--- src/rtl/apm_pkg.sv ---
package apm_pkg;
  localparam int QBITS = 12;

  typedef struct packed {
    logic load;  // capture tile configuration
    logic calc;  // evaluate transform for current point
  } apm_strobe_t;

  typedef enum logic [1:0] {
    ST_IDLE,
    ST_CALC,
    ST_DIV,
    ST_OUT
  } apm_state_t;
endpackage

--- src/rtl/apm_divider.sv ---
module apm_divider #(
  parameter int NUM_W = 37,
  parameter int DEN_W = 33
) (
  input  logic             clk,
  input  logic             rstN,
  input  logic             load,
  input  logic [NUM_W-1:0] numMag,
  input  logic [DEN_W-1:0] denMag,
  output logic             busy,
  output logic [NUM_W-1:0] quo
);
  localparam int CNT_W = $clog2(NUM_W + 1);

  logic [DEN_W-1:0] rem;
  logic [DEN_W-1:0] den;
  logic [NUM_W-1:0] quoR;
  logic [CNT_W-1:0] cnt;
  logic [DEN_W:0]   remShift;
  logic [DEN_W:0]   diff;

  always_comb begin
    remShift = {rem, quoR[NUM_W-1]};
    diff     = remShift - {1'b0, den};
  end

  always_ff @(posedge clk) begin
    if (!rstN) begin
      rem  <= '0;
      den  <= '0;
      quoR <= '0;
      cnt  <= '0;
    end else if (load) begin
      rem  <= '0;
      den  <= denMag;
      quoR <= numMag;
      cnt  <= CNT_W'(NUM_W);
    end else if (cnt != '0) begin
      cnt <= cnt - 1'b1;
      if (!diff[DEN_W]) begin
        rem  <= diff[DEN_W-1:0];
        quoR <= {quoR[NUM_W-2:0], 1'b1};
      end else begin
        rem  <= remShift[DEN_W-1:0];
        quoR <= {quoR[NUM_W-2:0], 1'b0};
      end
    end
  end

  assign busy = (cnt != '0);
  assign quo  = quoR;
endmodule

--- src/rtl/apm_ctrl.sv ---
module apm_ctrl
  import apm_pkg::*;
#(
  parameter int PT_W  = 13,
  parameter int SZ_W  = 8,
  parameter int CRD_W = PT_W + 1
) (
  input  logic              clk,
  input  logic              rstN,
  input  logic              start,
  input  logic [PT_W-1:0]   initX,
  input  logic [PT_W-1:0]   initY,
  input  logic [SZ_W-1:0]   tileW,
  input  logic [SZ_W-1:0]   tileH,
  input  logic              perspOn,
  input  logic              divBusy,
  input  logic              outReady,
  output apm_strobe_t       strobe,
  output logic [CRD_W-1:0]  curX,
  output logic [CRD_W-1:0]  curY,
  output logic              outValid,
  output logic              tileDone,
  output logic              scanIdle
);
  apm_state_t      state;
  logic [PT_W-1:0] ixR, iyR;
  logic [SZ_W-1:0] wR, hR, colCnt, rowCnt;
  logic            lastCol, lastRow;

  assign lastCol = (colCnt == wR - 1'b1);
  assign lastRow = (rowCnt == hR - 1'b1);

  always_ff @(posedge clk) begin
    if (!rstN) begin
      state    <= ST_IDLE;
      ixR      <= '0;
      iyR      <= '0;
      wR       <= '0;
      hR       <= '0;
      colCnt   <= '0;
      rowCnt   <= '0;
      tileDone <= 1'b0;
    end else begin
      tileDone <= 1'b0;
      unique case (state)
        ST_IDLE: if (start) begin
          ixR    <= initX;
          iyR    <= initY;
          wR     <= tileW;
          hR     <= tileH;
          colCnt <= '0;
          rowCnt <= '0;
          state  <= ST_CALC;
        end
        ST_CALC: state <= perspOn ? ST_DIV : ST_OUT;
        ST_DIV:  if (!divBusy) state <= ST_OUT;
        ST_OUT: if (outReady) begin
          if (lastCol) begin
            colCnt <= '0;
            if (lastRow) begin
              tileDone <= 1'b1;
              state    <= ST_IDLE;
            end else begin
              rowCnt <= rowCnt + 1'b1;
              state  <= ST_CALC;
            end
          end else begin
            colCnt <= colCnt + 1'b1;
            state  <= ST_CALC;
          end
        end
        default: state <= ST_IDLE;
      endcase
    end
  end

  always_comb begin
    strobe.load = (state == ST_IDLE) && start;
    strobe.calc = (state == ST_CALC);
  end

  assign curX     = CRD_W'(ixR) + CRD_W'(colCnt);
  assign curY     = CRD_W'(iyR) + CRD_W'(rowCnt);
  assign outValid = (state == ST_OUT);
  assign scanIdle = (state == ST_IDLE);
endmodule

--- src/rtl/apm_datapath.sv ---
module apm_datapath
  import apm_pkg::*;
#(
  parameter int COEF_W = 16,
  parameter int OFF_W  = 32,
  parameter int CRD_W  = 14,
  parameter int FRAC_W = 4,
  parameter int OUT_W  = 24
) (
  input  logic                     clk,
  input  logic                     rstN,
  input  apm_strobe_t              strobe,
  input  logic signed [COEF_W-1:0] coefA,
  input  logic signed [COEF_W-1:0] coefB,
  input  logic signed [OFF_W-1:0]  coefC,
  input  logic signed [COEF_W-1:0] coefD,
  input  logic signed [COEF_W-1:0] coefE,
  input  logic signed [OFF_W-1:0]  coefF,
  input  logic signed [COEF_W-1:0] persG,
  input  logic signed [COEF_W-1:0] persH,
  input  logic                     persEn,
  input  logic [CRD_W-1:0]         curX,
  input  logic [CRD_W-1:0]         curY,
  output logic                     perspOn,
  output logic                     divBusy,
  output logic [OUT_W-1:0]         outX,
  output logic [OUT_W-1:0]         outY
);
  localparam int PROD_W = COEF_W + CRD_W + 1;
  localparam int SUM_W  = ((PROD_W + 1 > OFF_W) ? PROD_W + 1 : OFF_W) + 1;
  localparam int NUM_W  = SUM_W + FRAC_W;
  localparam int DEN_W  = PROD_W + 2;
  localparam int SHIFT  = QBITS - FRAC_W;

  logic signed [COEF_W-1:0] wX [2];
  logic signed [COEF_W-1:0] wY [2];
  logic signed [OFF_W-1:0]  wO [2];
  logic signed [COEF_W-1:0] gR, hR;
  logic                     perspR;

  always_ff @(posedge clk) begin
    if (!rstN) begin
      wX[0] <= '0; wY[0] <= '0; wO[0] <= '0;
      wX[1] <= '0; wY[1] <= '0; wO[1] <= '0;
      gR <= '0; hR <= '0; perspR <= 1'b0;
    end else if (strobe.load) begin
      wX[0] <= coefA; wY[0] <= coefB; wO[0] <= coefC;
      wX[1] <= coefD; wY[1] <= coefE; wO[1] <= coefF;
      gR <= persG; hR <= persH; perspR <= persEn;
    end
  end

  logic signed [CRD_W:0]   xs, ys;
  logic signed [DEN_W-1:0] wSum;
  logic [DEN_W-1:0]        denMag;
  logic [OUT_W-1:0]        res  [2];
  logic                    busyV[2];

  assign xs = $signed({1'b0, curX});
  assign ys = $signed({1'b0, curY});
  assign wSum = DEN_W'(gR) * DEN_W'(xs) + DEN_W'(hR) * DEN_W'(ys)
              + DEN_W'(1 << QBITS);
  assign denMag = wSum[DEN_W-1] ? DEN_W'(-wSum) : DEN_W'(wSum);

  for (genvar k = 0; k < 2; k++) begin : g_axis
    logic signed [SUM_W-1:0] sum;
    logic signed [SUM_W-1:0] shifted;
    logic signed [NUM_W-1:0] num;
    logic [NUM_W-1:0]        numMag;
    logic [NUM_W-1:0]        quo;
    logic [NUM_W-1:0]        quoSigned;
    logic [OUT_W-1:0]        affR;
    logic                    negR;

    assign sum = SUM_W'(wX[k]) * SUM_W'(xs) + SUM_W'(wY[k]) * SUM_W'(ys)
               + SUM_W'(wO[k]);
    assign shifted = sum >>> SHIFT;
    assign num     = {sum, {FRAC_W{1'b0}}};
    assign numMag  = num[NUM_W-1] ? NUM_W'(-num) : NUM_W'(num);

    always_ff @(posedge clk) begin
      if (!rstN) begin
        affR <= '0;
        negR <= 1'b0;
      end else if (strobe.calc) begin
        affR <= OUT_W'(shifted);
        negR <= num[NUM_W-1] ^ wSum[DEN_W-1];
      end
    end

    apm_divider #(.NUM_W(NUM_W), .DEN_W(DEN_W)) uDiv (
      .clk    (clk),
      .rstN   (rstN),
      .load   (strobe.calc && perspR),
      .numMag (numMag),
      .denMag (denMag),
      .busy   (busyV[k]),
      .quo    (quo)
    );

    assign quoSigned = negR ? (~quo + 1'b1) : quo;
    assign res[k]    = perspR ? OUT_W'(quoSigned) : affR;
  end

  assign outX    = res[0];
  assign outY    = res[1];
  assign divBusy = busyV[0] | busyV[1];
  assign perspOn = perspR;
endmodule

--- src/rtl/affine_coord_mapper.sv ---
module affine_coord_mapper
  import apm_pkg::*;
#(
  parameter int COEF_W = 16,
  parameter int OFF_W  = 32,
  parameter int PT_W   = 13,
  parameter int SZ_W   = 8,
  parameter int FRAC_W = 4,
  parameter int OUT_W  = 24
) (
  input  logic                     clk,
  input  logic                     rstN,
  input  logic                     start,
  input  logic signed [COEF_W-1:0] coefA,
  input  logic signed [COEF_W-1:0] coefB,
  input  logic signed [OFF_W-1:0]  coefC,
  input  logic signed [COEF_W-1:0] coefD,
  input  logic signed [COEF_W-1:0] coefE,
  input  logic signed [OFF_W-1:0]  coefF,
  input  logic signed [COEF_W-1:0] persG,
  input  logic signed [COEF_W-1:0] persH,
  input  logic                     persEn,
  input  logic [PT_W-1:0]          initX,
  input  logic [PT_W-1:0]          initY,
  input  logic [SZ_W-1:0]          tileW,
  input  logic [SZ_W-1:0]          tileH,
  output logic                     outValid,
  input  logic                     outReady,
  output logic [OUT_W-1:0]         outX,
  output logic [OUT_W-1:0]         outY,
  output logic                     tileDone
);
  localparam int CRD_W = PT_W + 1;

  apm_strobe_t      strobe;
  logic [CRD_W-1:0] curX, curY;
  logic             perspOn, divBusy, scanIdle;

  apm_ctrl #(.PT_W(PT_W), .SZ_W(SZ_W), .CRD_W(CRD_W)) uCtrl (
    .clk      (clk),
    .rstN     (rstN),
    .start    (start),
    .initX    (initX),
    .initY    (initY),
    .tileW    (tileW),
    .tileH    (tileH),
    .perspOn  (perspOn),
    .divBusy  (divBusy),
    .outReady (outReady),
    .strobe   (strobe),
    .curX     (curX),
    .curY     (curY),
    .outValid (outValid),
    .tileDone (tileDone),
    .scanIdle (scanIdle)
  );

  apm_datapath #(
    .COEF_W(COEF_W), .OFF_W(OFF_W), .CRD_W(CRD_W),
    .FRAC_W(FRAC_W), .OUT_W(OUT_W)
  ) uPath (
    .clk     (clk),
    .rstN    (rstN),
    .strobe  (strobe),
    .coefA   (coefA),
    .coefB   (coefB),
    .coefC   (coefC),
    .coefD   (coefD),
    .coefE   (coefE),
    .coefF   (coefF),
    .persG   (persG),
    .persH   (persH),
    .persEn  (persEn),
    .curX    (curX),
    .curY    (curY),
    .perspOn (perspOn),
    .divBusy (divBusy),
    .outX    (outX),
    .outY    (outY)
  );
endmodule

--- config.mk ---
export PLATFORM = sky130hd
export DESIGN_NAME = affine_coord_mapper
export DESIGN_NICKNAME = d
export VERILOG_FILES = /design/src/rtl/apm_pkg.sv /design/src/rtl/apm_divider.sv /design/src/rtl/apm_ctrl.sv /design/src/rtl/apm_datapath.sv /design/src/rtl/affine_coord_mapper.sv
export SDC_FILE = /design/constraint.sdc
export NUM_CORES = 2
export LEC_CHECK = 0
export ABC_AREA = 1
export BUFFER_PORTS_ARGS = -buffer_cell sky130_fd_sc_hd__buf_4
export CORE_UTILIZATION = 58
export DETAILED_ROUTE_END_ITERATION = 8
export MAX_ROUTING_LAYER = met4
export PLACE_DENSITY = 0.75
export SYNTH_ARGS = -nofsm -noshare
export SYNTH_HDL_FRONTEND = slang
export SYNTH_SLANG_ARGS = --single-unit
export TNS_END_PERCENT = 20
--- constraint.sdc ---
create_clock -name clk -period 10.9 [get_ports clk]
set_input_delay 1.09 -clock clk [delete_from_list [all_inputs] [get_ports clk]]
set_output_delay 1.09 -clock clk [all_outputs]
set_load 0.01 [all_outputs]
---- Word-level counts from Yosys, hierarchy flattened ----
Memories as Yosys holds them, arrays and structs flattened.
Cells that the tools add are included.
storage, ports and cells
  register bits after elaboration ......... 329
  bits in writable memories ............... 128
  output and inout port bits .............. 50
  logic and storage cells ................. 135
  memories kept ........................... 3
cells by class
  add/sub/neg operators ................... 21
  multipliers ............................. 6
  eq/ne operators ......................... 10
  multiplexer cells ....................... 45
  bitwise logic cells ..................... 12
  reductions and logical operators ........ 14
memory list
  memory    words  bits a word  read ports  clocked after memory_dff  wr ports  RTL line            source
  uPath.wO  2      32           2           0                         2         apm_datapath.sv:37  logic signed [OFF_W-1:0] wO [2];
  uPath.wX  2      16           2           0                         2         apm_datapath.sv:35  logic signed [COEF_W-1:0] wX [2];
  uPath.wY  2      16           2           0                         2         apm_datapath.sv:36  logic signed [COEF_W-1:0] wY [2];
operators by type and width
  cell                    count
  $mux 37                 6
  $mul 16x15->31          6
  $add 33x33->33          3
  $mux 33                 3
  $mux 24                 4
  $neg 37->37             2
  $sub 34x33->34          2
  $add 33x32->33          2
  $mux 16                 4
  $mux 32                 2
  $add 24x1->24 const B   2
  $mux 8                  6
  $not 24->24             2
  $add 33x14->33 const B  1
  $neg 33->33             1
  $pmux 8 s2              2
  $add 13x8->14           2
  $mux 6                  4
  $add 8x1->8 const B     2
  $eq 8x8->1              2
  $sub 8x1->8 const B     2
  $reduce_bool 6->1       2
  $sub 6x1->6 const B     2
  $mux 1                  10
  17 further kinds        34

---- Depth between registers and ports, before layout ----
  depth in word-level cells ............... 7
  mapped depth ............................ 61

---- By module ----
Synthesis repeated with hierarchy kept, for this count alone.
unflattened totals
  cell total of the unflattened synthesis .. 12003
  area, all modules ....................... 89831.2 µm²
by module, submodules not included
  module        instances  cells an instance  area each (µm²)
  apm_datapath  1          9064               70490.1
  apm_divider   2          1189               7712.4
  apm_ctrl      1          561                3916.3

---- Worst setup path after synthesis ----
No wires, ideal clock.
  kind .................................... reg2reg
  start point ............................. register uCtrl.rowCnt[0]
  end point ............................... register uPath.g_axis[1].uDiv.quoR[10]
  data arrival time ....................... 8929 ps
  data required time ...................... 10767 ps
  path slack .............................. 1838 ps
  cell stages (with the launch flop) ...... 50
  buffers on the path ..................... 3
  clock period less this slack ............ 9062 ps
  cell sequence ........................... dfxtp_1 ha_1 fa_1 nand3_1 nand2_1 nand2_1 nand2_1 nand2_1 nand2_1 nand2_1 nand2_1 a21oi_1 nor2_1 inv_1 nand2_1 inv_1 buf_2 buf_2 (+14 left out) o221ai_1 a21oi_1 o21bai_1 xnor2_1 fa_1 inv_1 ha_1 a21oi_1 o21ai_0 a21oi_1 inv_1 a21oi_1 nand3b_1 nand2_2 buf_4 o21ai_0 o21ai_0 o221ai_1
between the ends
  longest elaborated chain between the ends .. 7
ends and longest elaborated chain
  what                    RTL line            source
  start, declared         apm_ctrl.sv:27      logic [SZ_W-1:0] wR, hR, colCnt, rowCnt;
  start signal, assigned  apm_ctrl.sv:64      rowCnt <= rowCnt + 1'b1;
  $add 13x8->14 (*)       apm_ctrl.sv:83      assign curY = CRD_W'(iyR) + CRD_W'(rowCnt);
  $mul 16x15->31 (*)      apm_datapath.sv:75  assign sum = SUM_W'(wX[k]) * SUM_W'(xs) + SUM_W'(wY[k]) * SUM_W'(ys)
  $add 33x33->33 (*)      apm_datapath.sv:75
  $add 33x32->33 (*)      apm_datapath.sv:76  + SUM_W'(wO[k]);
  $neg 37->37             apm_datapath.sv:79  assign numMag = num[NUM_W-1] ? NUM_W'(-num) : NUM_W'(num);
  $mux 37 (*)             apm_datapath.sv:79
  $mux 37 (*)             apm_divider.sv:33   end else if (load) begin
  end signal, assigned    apm_divider.sv:36   quoR <= numMag;
  end signal, assigned    apm_divider.sv:42   quoR <= {quoR[NUM_W-2:0], 1'b1};
  end signal, assigned    apm_divider.sv:45   quoR <= {quoR[NUM_W-2:0], 1'b0};
  end, declared           apm_divider.sv:17   logic [NUM_W-1:0] quoR;
Mark *: on every way between the ends. The rest lies on a longest branch, timed or not.
A chain may end at the register's enable or synchronous reset.

---- Worst setup path in the final report ----
  start point ............................. register uCtrl.rowCnt[5]
  end point ............................... register uPath.g_axis[0].uDiv.quoR[32]
between the ends
  longest elaborated chain between the ends .. 7
ends and longest elaborated chain
  what                  RTL line
  $add 13x8->14 (*)     apm_ctrl.sv:83
  $mul 16x15->31 (*)    apm_datapath.sv:75
  $add 33x33->33 (*)    apm_datapath.sv:75
  $add 33x32->33 (*)    apm_datapath.sv:76
  $neg 37->37           apm_datapath.sv:79
  $mux 37 (*)           apm_datapath.sv:79
  $mux 37 (*)           apm_divider.sv:33
  end signal, assigned  apm_divider.sv:36
  end signal, assigned  apm_divider.sv:42
  end signal, assigned  apm_divider.sv:45
  end, declared         apm_divider.sv:17
Marked as above.

==> flow_metrics.tcl <==
set metrics [dict create \
    status "complete, no violations" \
    maxCapViolCount 0 \
    ys_seq_elements 457 \
    clock_latency_ns 0.75 \
    ios 257 \
    grt_max_degree 89 \
    async_flop_share_pct 0 \
    synth_warnings 0 \
    post-route-period-util_pct 96.1 \
    synth_edf_count 128 \
    cpMostUsedCell "nand2_1" \
    cp.required_ns 11.53 \
    crit_path_start "uCtrl.rowCnt[5]$_SDFFE_PN0P_" \
    cts_made_buffers 61 \
    drive_gt1_share_pct 7.29 \
    yosysMostFrequentCell "inv_1" \
    r2r_cells 50 \
    critical_path.endpoint_type "flop" \
    crit_type "reg2reg" \
    grt_pass1_vias 76687 \
    cts_tree "yes" \
    avgSynthCellArea_um2 7.52 \
    via_per_inst 5.58 \
    ys_seq_area_share_pct 12.2 \
    synth_common_cells "2731 x inv_1, 2237 x nand2_1, 1379 x fa_1" \
    wirelength_mm 286 \
    grt_pass1_wl_mm 437 \
    hold_buffers 0 \
    rsz0062_at_grt "true" \
    finalCriticalPeriod_ns 10.47 \
    wl_per_cell_um 21.1 \
    overflow 0 \
    cpMaxStageDelayCell "fa_1" \
    port_buffers 256 \
    synth_cell_types 69 \
    slew_headroom_pct 16.7 \
    via_count 75745 \
    dr.first_iter.drc_count 6536 \
    yosys_most_used_dff "dfxtp_1" \
    critPathArrivalTime_ns 11.10 \
    holdPathStages 2 \
    track_usage_pct 39.9 \
    clk_path_buf_depth 3 \
    coreArea_um2 146000 \
    hpwl_mm 237 \
    cts.htree.levels 2 \
    hold_viol_final 0 \
    r2r_end "uPath.g_axis[0].uDiv.quo[32]$_SDFFE_PN0P_" \
    chipHeight_um 386 \
    slew_violations 0 \
    fp.dieW_um 386 \
    root_buffer "clkbuf_16" \
    timing.rr.start "uCtrl.rowCnt[5]$_SDFFE_PN0P_" \
    hold_path.class "reg2reg" \
    cts_num_sinks 457 \
    antenna_found_initial 4 \
    fin_skew_ns 0.0299 \
    startpoint_type "flop" \
    postRouteAntennaNets 0 \
    clk_pin_slew_worst_paths_ns 0.06 \
    ff2ff_setup_slack_ns 0.43 \
    synth_top_area_share_pct 32.3 \
    die_area_um2 149000 \
    fmax_mhz 95.5 \
    fin_nets 13867 \
    drcViolationCount 0 \
    yosysTopAreaCell "fa_1" \
    drt-pass1-iter-count 6 \
    worst_pin_slew_ns 1.24 \
    syn_inst 11361 \
    rows 140 \
    setup-violations-final 0 \
    area_delta_synth_final_pct 8.88 \
    whs_endpoint "uPath.g_axis[1].uDiv.den[29]$_SDFFE_PN0P_" \
    fin_hold_ws_ns 0.460 \
    synth_area_leaders "fa_1 32%, inv_1 12%, ha_1 9.8%" \
    path_max_fanout 19 \
    min_from "uPath.g_axis[1].uDiv.den[29]$_SDFFE_PN0P_" \
    syn-num-nets 13620 \
    start_util_pct 58.6 \
    place_congestion 1.06 \
    cpPeakStageDelay_ns 0.56 \
    netlist_area_um2 85500 \
]
through the flow:
stage | utilization (%) | std cells | area, um2 | TNS [ns] | worst slack (ns)
floorplan | - | 11361 | 85500 | 0 | 1.84
global placement | 62.0 | 13444 | 90500 | 0 | 0.168
detailed placement | 62.0 | 13444 | 90500 | 0 | 0.0436
CTS | 63.4 | 13558 | 92600 | 0 | 0.00840
global route | 63.8 | 13579 | 93100 | -0.112 | -0.0616
finish | 63.8 | 13581 | 93100 | 0 | 0.429
worst max path at each step:
| stage | endpoint | slack [ns] | depth (start not counted) |
|---|---|---|---|
| floorplan | uPath.g_axis[1].uDiv.quo[10]$_SDFFE_PN0P_ | 1.84 | 49 |
| global placement | uPath.g_axis[0].uDiv.quo[32]$_SDFFE_PN0P_ | 0.17 | 51 |
| detailed placement | uPath.g_axis[0].uDiv.quo[33]$_SDFFE_PN0P_ | 0.04 | 49 |
| CTS | uPath.g_axis[0].uDiv.quo[33]$_SDFFE_PN0P_ | 0.008 | 49 |
| global route | uPath.g_axis[1].uDiv.quo[26]$_SDFFE_PN0P_ | -0.06 | 56 |
| finish | uPath.g_axis[0].uDiv.quo[32]$_SDFFE_PN0P_ | 0.43 | 50 |
layout by cell type, fill, tap and decap left out, types with 20 or more instances in the layout:
cell type,instances
xor2_1,212
o22ai_1,100
xnor2_1,144
ha_1,662
a21oi_1,450
nor2_2,43
inv_1,2726
nand4_1,71
nand3b_1,28
dfxtp_1,327
clkbuf_16,63
nor3_1,58
o21a_1,20
nand2_1,2227
o21ai_1,46
buf_4,505
clkinv_1,22
nand3_1,427
fa_1,1377
nor2_1,1166
o21bai_1,32
o211ai_1,69
a31oi_1,31
nand2_2,41
o21ai_0,356
edfxtp_1,128
area by class of cell:
class                      instances  area, um2
antenna                            5       12.5
clock buffer                      75       1630
clock inverter                    39        434
fill                           13103      52800
inverter                        2765      10400
multi-input combinational       7796      63600
sequential                       457      10400
tap                             1917       2400
timing repair buffer             527       4220
worst max-delay path, delay by kind of cell, from the launching register on:
family / cells / cell delay, ns
buf+inv: 10 / 1.04
xor+xnor: 1 / 0.20
compound gates: 6 / 0.88
simple gates: 23 / 3.01
flops: 1 / 0.55
fa+ha+maj: 10 / 4.65
state kept, by name, summed over array words and instances (netlist names), 2 cells and up:
register and flops:
uPath.g_axis.uDiv.rem 66, uPath.wY 32, uPath.wO 64, uCtrl.iyR 13
uPath.g_axis.uDiv.den 33, uPath.g_axis.affR 48, uCtrl.wR 8, uCtrl.ixR 13
uPath.gR 16, uPath.g_axis.uDiv.cnt 12, uPath.hR 16, uPath.wX 32
uPath.g_axis.negR 2, uPath.g_axis.uDiv.quo 74, uCtrl.hR 8, uCtrl.state 2
uCtrl.colCnt 8, uCtrl.rowCnt 8
cell families after synthesis:
group | after synthesis | share of synthesized area, %
compound gates | 1232 | 8.21
xor+xnor | 368 | 3.80
fa+ha+maj | 2052 | 42.1
buf+inv | 3109 | 13.8
flops | 457 | 12.2
simple gates | 4143 | 19.8
metal layers:
layer	global-route usage [%]	vias to the layer above	part of all wire (%)
met4	22.3	0	6.8
met5	-	-	0
li1	-	34754	-
met2	60.2	3443	44
met3	6.54	749	8.7
met1	51.0	36799	40
repair_timing:
item | 4_1_cts | 5_1_grt
endpoints found under the setup margin | 0 | 113
resized for setup | 0 | 79
setup buffers | 0 | 15
Power is not shown: default switching activity piles up to over one toggle a cycle in this logic, so the estimate is an artifact.
